--- config.mk ---
export PLATFORM = sky130hd
export DESIGN_NAME = intagg_top
export DESIGN_NICKNAME = d
export VERILOG_FILES = /design/src/rtl/intagg_pkg.sv /design/src/rtl/intagg_decode.sv /design/src/rtl/intagg_group.sv /design/src/rtl/intagg_top.sv
export SDC_FILE = /design/constraint.sdc
export NUM_CORES = 2
export LEC_CHECK = 0
export ABC_AREA = 0
export BUFFER_PORTS_ARGS = -buffer_cell sky130_fd_sc_hd__buf_2
export CAP_MARGIN = 20
export CELL_PAD_IN_SITES_DETAIL_PLACEMENT = 1
export CELL_PAD_IN_SITES_GLOBAL_PLACEMENT = 1
export CORE_ASPECT_RATIO = 0.5
export CORE_MARGIN = 2
export CORE_UTILIZATION = 49
export DETAILED_ROUTE_END_ITERATION = 7
export PLACE_DENSITY_LB_ADDON = 0.3
export SLEW_MARGIN = 20
export SYNTH_ARGS = -nofsm -noshare
export SYNTH_HDL_FRONTEND = slang
export SYNTH_SLANG_ARGS = --single-unit
--- constraint.sdc ---
create_clock -name clk -period 8.5 [get_ports clk]
set_input_delay 0.85 -clock clk [delete_from_list [all_inputs] [get_ports clk]]
set_output_delay 0.85 -clock clk [all_outputs]
set_load 0.005 [all_outputs]
--- src/rtl/intagg_pkg.sv ---
package intagg_pkg;
  localparam int ADDR_W  = 12;
  localparam int DATA_W  = 32;
  localparam int GSEL_W  = 3;
  localparam int KIND_BIT = 11;

  typedef enum logic [1:0] {
    KIND_NONE   = 2'd0,
    KIND_ENABLE = 2'd1,
    KIND_STATUS = 2'd2
  } reg_kind_e;

  typedef struct packed {
    reg_kind_e          kind;
    logic [GSEL_W-1:0]  grp;
  } reg_sel_t;
endpackage

--- src/rtl/intagg_decode.sv ---
module intagg_decode
  import intagg_pkg::*;
#(
  parameter int NUM_GROUPS = 4
) (
  input  logic [ADDR_W-1:0] addr,
  output reg_sel_t          sel
);
  localparam int GRP_LO = KIND_BIT - GSEL_W;

  logic [GSEL_W-1:0] grp_idx;
  logic              in_range;
  logic              word_ok;

  assign grp_idx  = addr[KIND_BIT-1:GRP_LO];
  assign in_range = (32'(grp_idx) < NUM_GROUPS);
  assign word_ok  = (addr[GRP_LO-1:0] == '0);

  always_comb begin
    sel.grp  = grp_idx;
    sel.kind = KIND_NONE;
    if (in_range && word_ok)
      sel.kind = addr[KIND_BIT] ? KIND_STATUS : KIND_ENABLE;
  end
endmodule

--- src/rtl/intagg_group.sv ---
module intagg_group #(
  parameter int LINES = 32
) (
  input  logic             clk,
  input  logic             rst,
  input  logic [LINES-1:0] src,
  input  logic             en_wr,
  input  logic             st_wr,
  input  logic [LINES-1:0] wdata,
  output logic [LINES-1:0] en_reg_o,
  output logic [LINES-1:0] status_o,
  output logic             irq_o
);
  logic [LINES-1:0] acc_q, acc_n;
  logic [LINES-1:0] ctl_q, ctl_n;
  logic [LINES-1:0] mask_q, mask_n;
  logic [LINES-1:0] stat_q, stat_n;
  logic [LINES-1:0] pend_q, pend_n;
  logic             irq_q, irq_n;
  logic             lvl_q;
  logic             fire;
  logic [LINES-1:0] sel_word;
  logic [LINES-1:0] chg;

  assign fire     = (|src) && !lvl_q;
  assign sel_word = src & acc_q;
  assign chg      = ctl_q ^ wdata;

  // control word: grow enable set, or toggle mask bits
  always_comb begin
    acc_n  = acc_q;
    ctl_n  = ctl_q;
    mask_n = mask_q;
    if (en_wr) begin
      ctl_n = wdata;
      if (wdata == '0 && acc_q == '0) begin
        acc_n = acc_q;
      end else if ((acc_q | wdata) != acc_q) begin
        acc_n = acc_q | wdata;
      end else if ((chg & wdata) != '0) begin
        mask_n = mask_q & ~chg;
      end else begin
        mask_n = mask_q | chg;
      end
    end
  end

  // status drain first, then a new firing sees the drained status
  always_comb begin
    stat_n = stat_q;
    pend_n = pend_q;
    irq_n  = irq_q;
    if (st_wr && wdata != '0) begin
      stat_n = stat_q & ~wdata;
      if (stat_n == '0) begin
        if (pend_q != '0) begin
          stat_n = pend_q;
          pend_n = '0;
          irq_n  = 1'b1;
        end else begin
          irq_n  = 1'b0;
        end
      end
    end
    if (fire) begin
      if (mask_q != '0 || stat_n != '0) begin
        pend_n = pend_n | sel_word;
      end else begin
        stat_n = sel_word;
        irq_n  = 1'b1;
      end
    end
  end

  always_ff @(posedge clk) begin
    if (rst) begin
      acc_q  <= '0;
      ctl_q  <= '0;
      mask_q <= '0;
      stat_q <= '0;
      pend_q <= '0;
      irq_q  <= 1'b0;
      lvl_q  <= 1'b0;
    end else begin
      acc_q  <= acc_n;
      ctl_q  <= ctl_n;
      mask_q <= mask_n;
      stat_q <= stat_n;
      pend_q <= pend_n;
      irq_q  <= irq_n;
      lvl_q  <= |src;
    end
  end

  assign en_reg_o = ctl_q;
  assign status_o = stat_q;
  assign irq_o    = irq_q;
endmodule

--- src/rtl/intagg_top.sv ---
module intagg_top
  import intagg_pkg::*;
#(
  parameter int NUM_GROUPS = 4,
  parameter int LINES      = 32
) (
  input  logic                        clk,
  input  logic                        rst,
  input  logic [NUM_GROUPS*LINES-1:0] src_lines,
  input  logic                        bus_wr,
  input  logic                        bus_rd,
  input  logic [ADDR_W-1:0]           bus_addr,
  input  logic [DATA_W-1:0]           bus_wdata,
  output logic [DATA_W-1:0]           bus_rdata,
  output logic [NUM_GROUPS-1:0]       irq_out
);
  reg_sel_t         sel;
  logic [LINES-1:0] en_regs  [NUM_GROUPS];
  logic [LINES-1:0] stat_regs[NUM_GROUPS];
  logic [DATA_W-1:0] rd_mux;

  intagg_decode #(.NUM_GROUPS(NUM_GROUPS)) u_dec (
    .addr (bus_addr),
    .sel  (sel)
  );

  for (genvar g = 0; g < NUM_GROUPS; g++) begin : g_grp
    logic hit;
    assign hit = (sel.grp == GSEL_W'(g));
    intagg_group #(.LINES(LINES)) u_grp (
      .clk      (clk),
      .rst      (rst),
      .src      (src_lines[g*LINES +: LINES]),
      .en_wr    (bus_wr && hit && sel.kind == KIND_ENABLE),
      .st_wr    (bus_wr && hit && sel.kind == KIND_STATUS),
      .wdata    (bus_wdata[LINES-1:0]),
      .en_reg_o (en_regs[g]),
      .status_o (stat_regs[g]),
      .irq_o    (irq_out[g])
    );
  end

  always_comb begin
    rd_mux = '0;
    for (int g = 0; g < NUM_GROUPS; g++) begin
      if (sel.grp == GSEL_W'(g)) begin
        if (sel.kind == KIND_ENABLE) rd_mux = DATA_W'(en_regs[g]);
        if (sel.kind == KIND_STATUS) rd_mux = DATA_W'(stat_regs[g]);
      end
    end
  end

  always_ff @(posedge clk) begin
    if (rst)         bus_rdata <= '0;
    else if (bus_rd) bus_rdata <= rd_mux;
    else             bus_rdata <= '0;
  end
endmodule

; Word level (Yosys, flattened, before mapping)
; Index checks and enable logic that the tools add are counted.
[op_classes]
magnitude_cmp = 1
n_eq_ne = 9
mux = 78
bitwise = 46
n_reduce_logical = 74
[op_table]
columns = cell, count
row1 = 32-bit two-way mux, 56
row2 = 32-bit nonzero test, 17
row3 = 32-bit bitwise AND, 16
row4 = 32-bit OR, 12
row5 = 32-bit zero test, 9
row6 = 32-bit inverter, 5
row7 = 32-bit != test, 4
row8 = 32-bit OR reduction, 4
row9 = 32-bit bitwise XOR, 4
row10 = 1-bit logical AND, 25
row11 = 3-bit AND reduction, 8
row12 = 1-bit two-way mux, 20
row13 = 1-bit inverter, 9
row14 = 8-bit zero test, 1
row15 = 3-bit by 2-bit == test with 1-bit output (second input constant), 2
row16 = 1-bit zero test, 4
row17 = 1-bit logical OR, 4
row18 = 2-bit two-way mux, 2
row19 = 3-bit by 1-bit == test with 1-bit output (second input constant), 1
row20 = 3-bit zero test, 1
row21 = 3-bit less-than comparator (second input constant), 1
row22 = 2-bit by 1-bit == test with 1-bit output (second input constant), 1
row23 = 2-bit == test (second input constant), 1
row24 = 2-bit OR reduction, 1
[word_totals]
reg_bits = 680
input_bits = 176
wordCells = 237

; Longest topological paths before layout
[depth]
word_depth = 16
mapped_depth = 13
ltp_nobuf = 7

; Modules after synthesis
; Synthesis repeated with hierarchy kept, for this count alone.
[unflattened]
cells_unflattened = 3749
hier_area_um2 = 34962.3
[modules_own_cells]
columns = module, instances, cells_per_inst, area_each_um2, seq_area_each_um2
row1 = intagg_group, 4, 838, 7912.6, 3243.1
row2 = intagg_top, 1, 389, 3248.1, 640.6
row3 = intagg_decode, 1, 8, 63.8, 0.0

; Worst setup path after synthesis
; No wires, ideal clock.
[synth_timing]
path_kind = input -> register
startpoint = in bus_addr[7]
endpoint = reg g_grp[2].u_grp.pend_q[15]
arrival_ns = 3.826
slack_ns = 4.558
cell_stages = 12
path_buffers = 5
cell_sequence = buf_2 > or3b_2 > clkbuf_1 > nor4_4 > buf_4 > a21boi_0 > or4_1 > a2111o_1 > or4_1 > buf_6 > buf_6 > a22o_1
[synth_between]
elab_chain_len = 11
[synth_lines]
columns = element, line
row1 = "start, declared", intagg_top.sv:12  ; input logic [ADDR_W-1:0] bus_addr,
row2 = 8-bit zero test *, intagg_decode.sv:17  ; assign word_ok = (addr[GRP_LO-1:0] == '0);
row3 = 1-bit logical AND *, intagg_decode.sv:22  ; if (in_range && word_ok)
row4 = 2-bit two-way mux *, intagg_decode.sv:22
row5 = 2-bit == test *, intagg_top.sv:35  ; .st_wr (bus_wr && hit && sel.kind == KIND_STATUS),
row6 = 1-bit logical AND *, intagg_top.sv:35
row7 = 1-bit logical AND *, intagg_group.sv:53  ; if (st_wr && wdata != '0) begin
row8 = 32-bit two-way mux, intagg_group.sv:53
row9 = 32-bit nonzero test, intagg_group.sv:66  ; if (mask_q != '0 || stat_n != '0) begin
row10 = 1-bit logical OR, intagg_group.sv:66
row11 = 32-bit two-way mux, intagg_group.sv:66
row12 = 32-bit two-way mux *, intagg_group.sv:65  ; if (fire) begin
row13 = "end signal, assigned", intagg_group.sv:89  ; pend_q <= pend_n;
row14 = "end, declared", intagg_group.sv:18  ; logic [LINES-1:0] pend_q, pend_n;
; Mark *: on every way between the ends. The rest lies on a longest branch, timed or not.
; A chain may end at the register's enable or synchronous reset.

; Final worst setup path
[layout_timing]
startpoint = in bus_addr[11]
endpoint = reg g_grp[0].u_grp.pend_q[25]
[layout_between]
elab_chain_len = 10
[layout_lines]
columns = element, line
row1 = 2-bit two-way mux *, intagg_decode.sv:23  ; sel.kind = addr[KIND_BIT] ? KIND_STATUS : KIND_ENABLE;
row2 = 2-bit two-way mux *, intagg_decode.sv:22
row3 = 2-bit == test *, intagg_top.sv:35
row4 = 1-bit logical AND *, intagg_top.sv:35
row5 = 1-bit logical AND *, intagg_group.sv:53
row6 = 32-bit two-way mux, intagg_group.sv:53
row7 = 32-bit nonzero test, intagg_group.sv:66
row8 = 1-bit logical OR, intagg_group.sv:66
row9 = 32-bit two-way mux, intagg_group.sv:66
row10 = 32-bit two-way mux *, intagg_group.sv:65
row11 = "end signal, assigned", intagg_group.sv:89
row12 = "end, declared", intagg_group.sv:18
; Marks and branches as above.

==> metrics.cfg <==
[logic_synthesis]
synth_top_family_by_area = simple AND/OR/NAND/NOR gates
yosys.area_share.simple = 0.243
synth-xor-area-share = 0
synth_compound_area_frac = 0.228
post-synth-top-count-cell = dfxtp_1
yosysWarnings = 0
synth_top_area_frac = 0.400
synth_edf_count = 0
async_reset_ff_frac = 0
seq_area_frac_synth = 0.400
synth_top_cell_by_area = dfxtp_1
syn_avg_cell_area_um2 = 7.86
synth_area_leaders = dfxtp_1 40%, a21oi_1 7.5%, nand2_1 5.8%
netlist_top_cells_count = 680 x dfxtp_1, 521 x nand2_1, 512 x a21oi_1
yosysUniqueCellTypes = 63
syn-instance-count = 4326
synthMuxAreaShare = 0.0209
synth_fa_ha_area_frac = 0.0471
synthesis.nets = 4630
syn_area_um2 = 34000
synth_flop_cell = dfxtp_1
ys_seq_elements = 680

[power_and_ir_drop]
ir_worst_vdd_mv = 0.181
pwr_density_cell_nw_per_um2 = 180
p_leak_nw = 13.6
p_clk_frac = 0.457
intPower_mw = 5.00
power.switching_mw = 1.82
pwr-share-comb = 0.076
finalPower_mw = 6.82
p_sw_frac = 0.267
power_frac_seq = 0.467

[cts]
clk-insertion-delay-late_ps = 690
post_cts_buffers = 0
postCtsHoldBufs = 0
clkSinkCount = 680
post_cts_resized = 0
cts_buffers = 66
cts_max_path_buffers = 3
clk_pin_slew_ps = 70
cts_max_level = 3
root_buffer = clkbuf_16
tritoncts = built

[global_routing]
grt_max_degree = 203
grt_overflow = 0
grt.total_usage = 0.470
grt_pass1_wl_mm = 246
grt_pass1_vias = 35451
antenna_found_initial = 16

[setup_path]
critPathArrivalTime_ps = 5680
path_class = input pin to register
worst_setup_path_end_kind = register
critical_path_required_ps = 9070
worstPathMaxFanout = 67
cp-start-kind = input pin

[sta]
fmax_mhz = 196
tns_ps = 0
fin_crit_ps = 5110
hold-worst-slack_ps = 460
rsz0062_at_grt = no
final-hold-violation-count = 0
setup_viol = 0
fin_skew_ps = 25.3
tightest_slew_ps = 1090
slew_headroom = 0.266
final_max_slew_viol_count = 0
fin_crit_sh = 0.601

[route]
dr_total_vias = 36934
drc_errors = 0
drtIter0Drc = 5637
wl_mm = 173
postRouteAntennaNets = 0
wl_per_cell_um = 32.5
firstDrtPassIters = 7
viasPerCell = 6.95

[floorplan]
die-area_um2 = 71700
start_util = 0.494
ioPinCount = 212
die-width_um = 377
fp-row-count = 68
die_h_um = 190
coreArea_um2 = 68800

[place]
numPortBuffers = 211
dp_hpwl_mm = 123
gp_congestion = 1.08

[outcome]
status = finished clean

[final_layout]
drive_gt1_frac = 0.104
nets = 4651
area_delta_synth_final_pct = 11.4

[worst_hold_path]
hold_class = register to register

[run]
cap_violations = 0

cells by family after synthesis:
| logic type | count (synthesis) |
|---|---|
| compound gates | 1255 |
| fa+ha+maj | 128 |
| buf+inv | 519 |
| flops | 680 |
| mux | 71 |
| simple gates | 1673 |
layout by cell type, fill, tap and decap left out, types with 67 or more instances in the layout:
| master | n |
|---|---|
| clkbuf_16 | 67 |
| a22oi_1 | 74 |
| nor2b_1 | 89 |
| nor4_1 | 200 |
| ha_1 | 128 |
| mux2i_1 | 71 |
| nor2_1 | 357 |
| nand4_1 | 77 |
| nand3_1 | 128 |
| a21oi_1 | 507 |
| o21ai_0 | 211 |
| dfxtp_1 | 680 |
| a22o_1 | 100 |
| buf_2 | 209 |
| nand2b_1 | 117 |
| inv_1 | 171 |
| buf_4 | 89 |
| nand2_1 | 520 |
| and3_1 | 69 |
| o22ai_1 | 133 |
through the flow:
stage                     utilization  setup slack [ps]  instance area [µm²]  cells
after floorplan                     -              4560                34000   4326
after global routing            0.550              3240                37900   5309
after detailed placement        0.517              2600                35600   5188
after global placement          0.517              2620                35600   5188
final                           0.550              3390                37900   5318
after CTS                       0.549              3270                37800   5307
final cells by class:
type | instances | area, µm²
diodes | 10 | 25.0
clock buffers | 91 | 1890
clock inverters | 28 | 322
fillers | 8385 | 30900
inverters | 171 | 642
multi-input cells | 3127 | 18500
flip-flops and latches | 680 | 13600
well taps | 910 | 1140
repair buffers | 301 | 1780
power by group through the flow:
stage          Sequential [mW]  Clock (mW)  Combinational (mW)
5_1_grt                   3.19        3.26               0.519
6_report                  3.19        3.12               0.517
3_5_place_dp              3.26           0               0.476
4_1_cts                   3.19        3.11               0.480
2_1_floorplan             3.26           0               0.218
3_3_place_gp              3.26           0               0.469
final timing paths:
path	from	endpoint	slack [ps]	depth (start not counted)
max	bus_addr[11]	g_grp[0].u_grp.pend_q[25]	3390	9
min	g_grp[1].u_grp.en_reg_o[4]	g_grp[1].u_grp.en_reg_o[4]	460	2
max reg2reg	register	g_grp[0].u_grp.pend_q[25]	4630	8
min reg2reg	g_grp[1].u_grp.en_reg_o[4]	g_grp[1].u_grp.en_reg_o[4]	460	2
metal layers:
layer,part of all wire,up-vias,global-route usage
li1,-,15603,-
met1,0.39,18217,0.619
met2,0.40,2464,0.666
met3,0.15,630,0.185
met4,0.057,20,0.231
met5,0.00079,-,0
worst max-delay path, cell delays in order:
cell and delay, ps:
buf_4 660, or4b_1 950, nor4_1 1020, nand2_1 170
a2111o_1 470, a2111oi_2 370, nand3_2 400, buf_4 440
a22o_1 270
(Power assumes the default switching activity.)
